$ cat config.mk
export PLATFORM = sky130hd
export DESIGN_NAME = ipr_hdr_proc
export DESIGN_NICKNAME = d
export VERILOG_FILES = /design/src/rtl/ipr_pkg.sv /design/src/rtl/ipr_csum.sv /design/src/rtl/ipr_rx_check.sv /design/src/rtl/ipr_reply_build.sv /design/src/rtl/ipr_hdr_proc.sv
export SDC_FILE = /design/constraint.sdc
export NUM_CORES = 1
export LEC_CHECK = 0
export ABC_AREA = 1
export BUFFER_PORTS_ARGS = -buffer_cell sky130_fd_sc_hd__buf_2
export CAP_MARGIN = 40
export CORE_ASPECT_RATIO = 1.2
export CORE_UTILIZATION = 25
export CTS_BUF_LIST = sky130_fd_sc_hd__clkbuf_2
export DETAILED_ROUTE_END_ITERATION = 8
export PLACE_DENSITY = 0.5
export SLEW_MARGIN = 20
export SYNTH_ARGS = -nofsm -noshare
export SYNTH_HDL_FRONTEND = slang
export SYNTH_SLANG_ARGS = --single-unit
$ cat constraint.sdc
create_clock -name clk -period 8.87 [get_ports clk]
set_clock_uncertainty 0.1 [all_clocks]
set_input_delay 0.887 -clock clk [delete_from_list [all_inputs] [get_ports clk]]
set_output_delay 0.887 -clock clk [all_outputs]
set_load 0.02 [all_outputs]
$ cat src/rtl/ipr_pkg.sv
package ipr_pkg;

   localparam int unsigned IPR_HDR_WORDS = 5;
   localparam int unsigned IPR_HDR_BYTES = 20;

   // fields of an accepted header that a reply needs
   typedef struct packed {
      logic [7:0]  tos;
      logic [31:0] idfrag;
      logic [7:0]  proto;
      logic [31:0] src;
      logic [31:0] dst;
   } ipr_hdr_t;

endpackage

$ cat src/rtl/ipr_csum.sv
// Ones'-complement checksum over NWORDS words of DW bits.
// csum_o is the complement of the folded 16-bit sum.
module ipr_csum #(
   parameter int unsigned NWORDS = 5,
   parameter int unsigned DW     = 32
) (
   input  logic [NWORDS*DW-1:0] words_i,
   output logic [15:0]          csum_o
);
   localparam int unsigned NH = NWORDS * DW / 16;
   localparam int unsigned SW = 16 + $clog2(NH) + 1;

   if ((DW % 16) != 0) begin : g_bad_width
      $error("ipr_csum: DW must be a multiple of 16");
   end

   logic [SW-1:0] part [NH+1];
   logic [SW-1:0] fold1;
   logic [16:0]   fold2;

   assign part[0] = '0;
   for (genvar i = 0; i < NH; i++) begin : g_acc
      assign part[i+1] = part[i] + SW'(words_i[i*16 +: 16]);
   end

   always_comb begin
      fold1  = SW'(part[NH][15:0]) + SW'(part[NH][SW-1:16]);
      fold2  = 17'(fold1[15:0]) + 17'(fold1[SW-1:16]);
      csum_o = ~fold2[15:0];
   end
endmodule

$ cat src/rtl/ipr_rx_check.sv
// Receive side: collects the header, judges it, steers or drops the payload.
module ipr_rx_check
   import ipr_pkg::*;
#(
   parameter int unsigned DW         = 32,
   parameter logic [7:0]  KEEP_PROTO = 8'd6,
   parameter bit          CHECK_CSUM = 1'b1
) (
   input  logic          clk,
   input  logic          rst_n,
   input  logic          rx_valid,
   output logic          rx_ready,
   input  logic [DW-1:0] rx_data,
   input  logic          rx_last,
   output logic          tp_valid,
   input  logic          tp_ready,
   output logic [DW-1:0] tp_data,
   output logic          tp_last,
   output ipr_hdr_t      hdr_o,
   output logic          have_hdr_o
);
   localparam int unsigned IDX_W = $clog2(IPR_HDR_WORDS);
   localparam int unsigned NBUF  = IPR_HDR_WORDS - 1;
   localparam logic [IDX_W-1:0] LAST_IDX = IDX_W'(IPR_HDR_WORDS - 1);

   typedef enum logic {S_HDR, S_PAY} st_e;

   st_e              st_q;
   logic [IDX_W-1:0] idx_q;
   logic             keep_q;
   logic [DW-1:0]    hw_q [NBUF];

   logic hdr_beat, pay_beat, at_end;
   logic ver_ok, ihl_ok, proto_ok, sum_ok, all_ok;

   assign rx_ready = (st_q == S_PAY && keep_q) ? tp_ready : 1'b1;
   assign tp_valid = rx_valid && (st_q == S_PAY) && keep_q;
   assign tp_data  = rx_data;
   assign tp_last  = rx_last;

   assign hdr_beat = rx_valid && rx_ready && (st_q == S_HDR);
   assign pay_beat = rx_valid && rx_ready && (st_q == S_PAY);
   assign at_end   = (idx_q == LAST_IDX);

   assign ver_ok   = (hw_q[0][31:28] == 4'd4);
   assign ihl_ok   = (hw_q[0][27:24] == 4'd5);
   assign proto_ok = (hw_q[2][23:16] == KEEP_PROTO);

   if (CHECK_CSUM) begin : g_sum_check
      logic [15:0] resid;
      ipr_csum #(.NWORDS(IPR_HDR_WORDS), .DW(DW)) u_sum (
         .words_i({hw_q[0], hw_q[1], hw_q[2], hw_q[3], rx_data}),
         .csum_o (resid)
      );
      assign sum_ok = (resid == 16'h0000);
   end else begin : g_sum_skip
      assign sum_ok = 1'b1;
   end

   assign all_ok = ver_ok && ihl_ok && proto_ok && sum_ok;

   always_ff @(posedge clk) begin
      if (!rst_n) begin
         st_q       <= S_HDR;
         idx_q      <= '0;
         keep_q     <= 1'b0;
         have_hdr_o <= 1'b0;
         hdr_o      <= '0;
         for (int i = 0; i < NBUF; i++) hw_q[i] <= '0;
      end else begin
         if (hdr_beat) begin
            if (!at_end) begin
               for (int i = 0; i < NBUF; i++)
                  if (idx_q == IDX_W'(i)) hw_q[i] <= rx_data;
               idx_q <= rx_last ? '0 : idx_q + 1'b1;
            end else begin
               idx_q <= '0;
               if (!rx_last) begin
                  st_q   <= S_PAY;
                  keep_q <= all_ok;
               end
               if (all_ok) begin
                  have_hdr_o   <= 1'b1;
                  hdr_o.tos    <= hw_q[0][23:16];
                  hdr_o.idfrag <= hw_q[1];
                  hdr_o.proto  <= hw_q[2][23:16];
                  hdr_o.src    <= hw_q[3];
                  hdr_o.dst    <= rx_data;
               end
            end
         end else if (pay_beat && rx_last) begin
            st_q   <= S_HDR;
            keep_q <= 1'b0;
         end
      end
   end
endmodule

$ cat src/rtl/ipr_reply_build.sv
// Transmit side: reflects the stored header into a five-word reply.
module ipr_reply_build
   import ipr_pkg::*;
#(
   parameter int unsigned DW        = 32,
   parameter int unsigned LEN_W     = 16,
   parameter logic [7:0]  REPLY_TTL = 8'd64
) (
   input  logic             clk,
   input  logic             rst_n,
   input  ipr_hdr_t         hdr_i,
   input  logic             have_hdr_i,
   input  logic             rq_valid,
   output logic             rq_ready,
   input  logic [LEN_W-1:0] rq_len,
   output logic             hd_valid,
   input  logic             hd_ready,
   output logic [DW-1:0]    hd_data,
   output logic             hd_last
);
   localparam int unsigned IDX_W = $clog2(IPR_HDR_WORDS);
   localparam logic [IDX_W-1:0] LAST_IDX = IDX_W'(IPR_HDR_WORDS - 1);
   localparam int unsigned CSUM_WORD = 2;

   logic [DW-1:0]    cand [IPR_HDR_WORDS];
   logic [DW-1:0]    wq   [IPR_HDR_WORDS];
   logic [15:0]      tlen, csum;
   logic             busy_q;
   logic [IDX_W-1:0] idx_q;

   assign tlen = 16'(rq_len + LEN_W'(IPR_HDR_BYTES));

   always_comb begin
      cand[0] = {4'd4, 4'd5, hdr_i.tos, tlen};
      cand[1] = hdr_i.idfrag;
      cand[2] = {REPLY_TTL, hdr_i.proto, 16'h0000};
      cand[3] = hdr_i.dst;
      cand[4] = hdr_i.src;
   end

   ipr_csum #(.NWORDS(IPR_HDR_WORDS), .DW(DW)) u_sum (
      .words_i({cand[0], cand[1], cand[2], cand[3], cand[4]}),
      .csum_o (csum)
   );

   assign rq_ready = have_hdr_i && !busy_q;
   assign hd_valid = busy_q;
   assign hd_last  = busy_q && (idx_q == LAST_IDX);

   always_comb begin
      hd_data = '0;
      for (int i = 0; i < IPR_HDR_WORDS; i++)
         if (idx_q == IDX_W'(i)) hd_data = wq[i];
   end

   always_ff @(posedge clk) begin
      if (!rst_n) begin
         busy_q <= 1'b0;
         idx_q  <= '0;
         for (int i = 0; i < IPR_HDR_WORDS; i++) wq[i] <= '0;
      end else if (rq_valid && rq_ready) begin
         busy_q <= 1'b1;
         idx_q  <= '0;
         for (int i = 0; i < IPR_HDR_WORDS; i++)
            wq[i] <= (i == CSUM_WORD) ? {cand[i][DW-1:16], csum} : cand[i];
      end else if (busy_q && hd_ready) begin
         if (idx_q == LAST_IDX) busy_q <= 1'b0;
         else                   idx_q  <= idx_q + 1'b1;
      end
   end
endmodule

$ cat src/rtl/ipr_hdr_proc.sv
module ipr_hdr_proc
   import ipr_pkg::*;
#(
   parameter int unsigned DW         = 32,
   parameter int unsigned LEN_W      = 16,
   parameter logic [7:0]  KEEP_PROTO = 8'd6,
   parameter logic [7:0]  REPLY_TTL  = 8'd64,
   parameter bit          CHECK_CSUM = 1'b1
) (
   input  logic             clk,
   input  logic             rst_n,
   input  logic             rx_valid,
   output logic             rx_ready,
   input  logic [DW-1:0]    rx_data,
   input  logic             rx_last,
   output logic             tp_valid,
   input  logic             tp_ready,
   output logic [DW-1:0]    tp_data,
   output logic             tp_last,
   input  logic             rq_valid,
   output logic             rq_ready,
   input  logic [LEN_W-1:0] rq_len,
   output logic             hd_valid,
   input  logic             hd_ready,
   output logic [DW-1:0]    hd_data,
   output logic             hd_last
);
   if (DW != 32) begin : g_bad_dw
      $error("ipr_hdr_proc: header words must be 32 bits");
   end
   if (LEN_W != 16) begin : g_bad_len
      $error("ipr_hdr_proc: length field is 16 bits");
   end

   ipr_hdr_t hdr;
   logic     have_hdr;

   ipr_rx_check #(.DW(DW), .KEEP_PROTO(KEEP_PROTO), .CHECK_CSUM(CHECK_CSUM)) u_rx (
      .clk, .rst_n,
      .rx_valid, .rx_ready, .rx_data, .rx_last,
      .tp_valid, .tp_ready, .tp_data, .tp_last,
      .hdr_o(hdr), .have_hdr_o(have_hdr)
   );

   ipr_reply_build #(.DW(DW), .LEN_W(LEN_W), .REPLY_TTL(REPLY_TTL)) u_tx (
      .clk, .rst_n,
      .hdr_i(hdr), .have_hdr_i(have_hdr),
      .rq_valid, .rq_ready, .rq_len,
      .hd_valid, .hd_ready, .hd_data, .hd_last
   );
endmodule

Word-level counts from Yosys, hierarchy flattened:

Memories as Yosys holds them, arrays and structs flattened.
Cells that the tools add are included.

* register bits after elaboration: 122
* bits in writable memories: 288
* bits of input ports: 55
* output and inout port bits: 70
* logic and storage cells: 141
* memories: 2

Memory list
* u_tx.wq: depth 5, width 32, rd ports 5, clocked after Yosys merged registers in 0, write ports 5, RTL line ipr_reply_build.sv:26 `logic [DW-1:0] wq [IPR_HDR_WORDS];`
* u_rx.hw_q: depth 4, width 32, rd ports 4, clocked after Yosys merged registers in 0, write ports 4, RTL line ipr_rx_check.sv:31 `logic [DW-1:0] hw_q [NBUF];`

* $add $sub $neg: 24
* equality and inequality tests: 13
* mux-type cells: 51
* bitwise operators: 14
* reduce and logical (&&, ||, !) cells: 26

Operator list (number)
* 32-bit two-way mux: 14
* 21-bit by 16-bit adder with 21-bit output: 6
* 20-bit by 16-bit adder with 21-bit output: 2
* 18-bit by 16-bit adder with 19-bit output: 2
* 17-bit by 16-bit adder with 18-bit output: 2
* 1-bit two-way mux: 35
* 16-bit by 16-bit adder with 17-bit output: 2
* 16-bit by 5-bit adder with 17-bit output: 2
* 16-bit by 1-bit adder with 16-bit output: 2
* 16-bit NOT: 2
* 21-bit by 15-bit adder with 21-bit output: 1
* 19-bit by 15-bit adder with 20-bit output: 1
* 19-bit by 16-bit adder with 20-bit output: 1
* 16-bit by 5-bit adder with 16-bit output, second input constant: 1
* 16-bit zero test: 1
* 1-bit logical AND: 14
* 3-bit by 2-bit == test with 1-bit output, second input constant: 4
* 1-bit OR: 9
* 4-bit by 3-bit == test with 1-bit output, second input constant: 2
* 8-bit by 3-bit == test with 1-bit output, second input constant: 1
* 3-bit by 1-bit adder with 3-bit output, second input constant: 2
* 3-bit by 1-bit == test with 1-bit output, second input constant: 2
* 3-bit == test, second input constant: 2
* 3-bit zero test: 2
* 8 further kinds: 16

Logic depth before layout (Yosys ltp):

* depth in word-level cells: 17
* mapped depth: 59
* mapped depth without buffers: 59

Hierarchy:

A second synthesis with hierarchy kept.

* cell total of the unflattened synthesis: 3181
* area, all modules: 27445.1 um2

By module, submodules not included
* ipr_rx_check: times used 1, cells an instance 935, area an instance 9399.0 um2, seq. area each 6206.0 um2
* ipr_reply_build: times used 1, cells an instance 832, area an instance 7450.9 um2, seq. area each 4434.3 um2
* ipr_csum at u_tx.u_sum: times used 1, cells an instance 715, area an instance 5350.1 um2, seq. area each 0.0 um2
* ipr_csum at u_rx.g_sum_check.u_sum: times used 1, cells an instance 699, area an instance 5245.0 um2, seq. area each 0.0 um2

Worst setup path before layout:

OpenSTA, ideal clock, no wires.

* path type: in2reg
* start: in rq_len[2]
* end: mem u_tx.wq[2][14] (netlist: u_tx.wq[0][78]) (data pin)
* library setup time: 0.250 ns
* arrival time: 8.302 ns
* required time: 8.520 ns
* setup slack: 0.218 ns
* stages: 54
* path buffers: 0
* cells stage by stage: ha_1 > or2_2 > a21oi_1 > nor2_1 > fa_1 > fa_1 > inv_1 > fa_1 > inv_1 > fa_1 > ha_1 > inv_1 > o21bai_1 > nand2_1 > nand3_1 > nand2_1 > nand2_1 > nand2_1 > (+18 left out) > ha_1 > inv_1 > nor2_1 > inv_1 > nor2_1 > inv_1 > nor2_1 > nand2_1 > nor2_1 > nand2_1 > nor2_1 > nand2_1 > nor2_1 > nand3_1 > nor2_1 > nand3_1 > nand2_1 > nor2_1

RTL lines
* start, declared: RTL line ipr_hdr_proc.sv:22 `input logic [LEN_W-1:0] rq_len,`
* end, declared: RTL line ipr_reply_build.sv:26

Final worst setup path:

* start: in rx_data[21]
* end: reg, netlist name u_rx.hdr_o[97]

* word-level cells in the longest chain between the ends: 15

RTL lines
* start, declared: RTL line ipr_hdr_proc.sv:14 `input logic [DW-1:0] rx_data,`
* 16-bit by 16-bit adder with 17-bit output: RTL line ipr_csum.sv:23 `assign part[i+1] = part[i] + SW'(words_i[i*16 +: 16]);`
* 17-bit by 16-bit adder with 18-bit output: RTL line ipr_csum.sv:23
* 18-bit by 16-bit adder with 19-bit output: RTL line ipr_csum.sv:23
* 19-bit by 16-bit adder with 20-bit output: RTL line ipr_csum.sv:23
* 20-bit by 16-bit adder with 21-bit output: RTL line ipr_csum.sv:23
* 21-bit by 16-bit adder with 21-bit output (4 in a row): RTL line ipr_csum.sv:23
* 16-bit by 5-bit adder with 17-bit output: RTL line ipr_csum.sv:27 `fold1 = SW'(part[NH][15:0]) + SW'(part[NH][SW-1:16]);`
* 16-bit by 1-bit adder with 16-bit output: RTL line ipr_csum.sv:28 `fold2 = 17'(fold1[15:0]) + 17'(fold1[SW-1:16]);`
* 16-bit NOT: RTL line ipr_csum.sv:29 `csum_o = ~fold2[15:0];`
* 16-bit zero test: RTL line ipr_rx_check.sv:55 `assign sum_ok = (resid == 16'h0000);`
* 1-bit logical AND: RTL line ipr_rx_check.sv:60 `assign all_ok = ver_ok && ihl_ok && proto_ok && sum_ok;`
* 3-bit AND reduction (no source line)

Every way passes these cells.
A chain may end at the register's enable or synchronous reset.

==> impl_results.md <==
* Syn Inst Count at 2824
* Initial antenna violation count at 3
* Max-slew headroom at 41.3%
* R2R Path End: u_rx.hdr_o[97]
* Tmin final at 8.59 ns
* Met1 WL at 33100 um
* R2R depth at 50
* F_max at 116 MHz
* GP Congestion at 0.820
* Most frequent cell after synthesis: nor2_1
* Min-delay worst type: in2reg
* CP dominant cell by count: nand2_2
* All-Layer GR Usage at 14.9%
* Initial DRC count at 1039
* Initial core utilization at 25.4%
* Initial DRT Pass Iterations at 5
* Post-synth EDFFs at 273
* Post-synth top flop: edfxtp_1
* Die height at 349 um
* Filler instances at 10400
* First-pass GRT wire length at 115000 um
* Clock power share at 12.9%
* Synth Area in Compound Gates at 3.50%
* Outcome: complete, no violations
* Vias in the first global route at 20100
* WS Path Type: in2reg
* Pleak at 14.8 nW
* TritonCTS Buffers at 98
* H-tree Lvls at 3
* Grt total ovfl at 0
* Clock Pin Slew Worst Setup and Hold Paths at 0.10 ns
* Fraction of layout cells with a size suffix above 1 at 25.0%
* Unrepaired setup endpoints after global routing: true
* Drt drc at 0
* Rows at 126
* Metal2 WL at 39900 um
* CP Capture Type: flop
* Crit path launch type: primary input
* Post-synthesis mux area share at 0%
* Synthesized area per cell at 8.87 um2
* Synth cell count leaders: 623 x nor2_1, 513 x nand2_1, 505 x inv_1
* I/O Buffers at 124
* Final hold vios at 0
* IO Count at 125
* Peak supply drop at 0.340 mV
* Final Util at 31.9%
* Syn Std Cell Area at 0.0251 mm2
* Final period util at 96.8%
* Total of max-cap violations at 0
* Switching Share at 47.1%
* Pint at 5.42 mW
* Clock Path Buffers at 3
* Worst slew pin tran at 0.873 ns
* Setup tns final at 0 ns
* Hold WS at 0.103 ns
* Post-synthesis async set-or-reset flop share at 0%
* Dpl hpwl at 57400 um
* CTS root buffer: clkbuf_2
* Area leader, netlist: edfxtp_1
* Logic gate share of total power at 66.9%
* Area contributors post-synth: edfxtp_1 33%, fa_1 18%, dfxtp_1 9.7%
* Worst EP arrival at 9.48 ns
* Sequential area share after synthesis at 42.5%
* Sink Count at 395
* Count of cell types in the netlist at 43
* R2R setup slack at 0.40 ns
* Ys Warns at 0
* PwrDens at 325 mW/mm2
* Die footprint at 0.102 mm2
* Setup violators final at 0
* Synth Area in XOR/XNOR at 0.874%
* Wire length per cell at 16.9 um
* Vias per Instance at 4.24
* Die W at 291 um
* Clk Latency, worst-skew pair at 1.13 ns
* Sequential share of power at 20.1%
* P_sw at 4.83 mW
* Crit-path slowest cell: fa_2
* Top Metal Used: met4
* Setup ws final at 0.284 ns
* CP startpoint: rx_data[21]
* Required time of the critical path at 9.76 ns
* Largest net degree at the start of global routing at 65
* Adder-cell share of the synthesized area at 21.7%
* Hold Path Stages at 4
* Wire length on met3 at 2610 um
* Hold path endpoint: u_rx.hdr_o[14]
* Synth Area in Simple Gates at 21.2%
* Reg-to-reg startpoint: u_rx.hw_q[1][19]
* Yosys reg bits at 395
* Placed insts at 4348
* Share of the synthesized area in the top cell type at 32.7%
* CP Max Fanout at 12
* Fin. max-slew vios at 0
* Total wire length at 78000 um
* Vias at 19600
* Final ANT Viol Nets at 0
* Hold path start: rx_data[14]
* CORE AREA at 0.0988 mm2
* Final nets at 3602
* Syn nets at 3182
* P&R area growth vs syn at 25.9%
* Layout Cells excl Fill at 4613
* Dpl ws at -1.19 ns
* CTS tree: yes
* Largest family of logic cells by synthesized area: adder cells
* Max incr delay on CP at 0.57 ns
[cell type report]
class | instances | area (um2) | share of cell area (%)
diodes | 4 | 10.0 | 0.0317
flip-flops and latches | 395 | 10600 | 33.7
clock buffers | 152 | 761 | 2.41
well taps | 1280 | 1600 | 5.08
repair buffers | 440 | 3550 | 11.2
multi-input cells | 1795 | 12900 | 40.7
inverters | 514 | 1930 | 6.13
clock inverters | 33 | 194 | 0.615
[cell usage in the layout, fill, tap and decap left out, drive strengths merged]
master and count:
a31oi 34, xnor2 5, a21boi 2, bufinv 2
dfxtp 122, clkinv 35, nand3 116, inv 510
xor2 20, o21ai 18, diode 4, o21bai 5
nor3 13, a211oi 7, o21a 2, nor2 629
nand3b 3, a21o 1, a22oi 1, o31ai 23
o211ai 1, or2 5, edfxtp 273, and3 1
nand4 24, a21oi 49, buf 399, nor4 4
nand2 528, ha 82, o311ai 1, dlygate4sd3 30
fa 221, clkbuf 163
[registers in the layout (all words and copies together), names as in the netlist]
register and cells:
u_rx.have_hdr_o 1, u_rx.hdr_o 112, u_rx.hw_q 128, u_rx.idx_q 3, u_rx.keep_q 1, u_rx.st_q 1
u_tx.hd_valid 1, u_tx.idx_q 3, u_tx.wq 145
[how the worst max path moves through the flow]
stage                     end  slack (ns)  cells past startpoint
6_report       u_rx.hdr_o[97]        0.28                     56
5_1_grt        u_rx.hdr_o[97]       -0.20                     56
4_1_cts         u_rx.hdr_o[1]        0.07                     49
3_5_place_dp   u_tx.wq[0][76]       -1.19                     56
3_3_place_gp   u_tx.wq[0][78]       -1.17                     56
2_1_floorplan  u_tx.wq[0][78]        0.22                     54
[critical path: cells and delay by family]
kind                       cells  cell delay (ns)
adders and majority gates     10             3.77
xor gates and xnor gates       1             0.16
buffers and inverters         13             1.76
and+or+nand+nor               32             2.85
[power by group through the flow]
stage	clock network, mW	logic, mW	registers, mW
finish	1.32	6.86	2.06
floorplan	0	3.72	2.10
global placement	0	5.81	2.10
CTS	1.37	5.85	2.06
global route	1.46	7.69	2.07
detailed placement	0	5.80	2.11
[through the flow]
stage | cell area [um2] | power (mW)
3_3_place_gp | 28500 | 7.92
5_1_grt | 31500 | 11.2
4_1_cts | 29900 | 9.28
6_report | 31500 | 10.2
2_1_floorplan | 25100 | 5.82
3_5_place_dp | 28600 | 7.90
[repair_timing]
| action | in CTS | in global routing |
|---|---|---|
| buffers inserted | 0 | 34 |
| endpoints found under the setup margin | 0 | 123 |
| gates resized for setup | 0 | 295 |
| hold endpoints to repair | 33 | 0 |
| hold buffers | 30 | 0 |
[layer usage]
metal | vias up | global-route usage (%)
met5 | - | 0
met3 | 114 | 1.98
li1 | 9586 | -
met2 | 368 | 26.2
met1 | 9512 | 18.5
met4 | 0 | 5.52
[logic make-up (layout without fill, tap and decap cells)]
family | count (synthesis) | in the layout
other | 0 | 4
flip-flops | 395 | 395
buffers and inverters | 634 | 1139
AND/OR/NAND/NOR | 1323 | 1323
adder cells (fa/ha/maj) | 303 | 303
XOR/XNOR | 25 | 25
AO/OA/AOI/OAI | 144 | 144
Power figures use the tool's default switching activity.
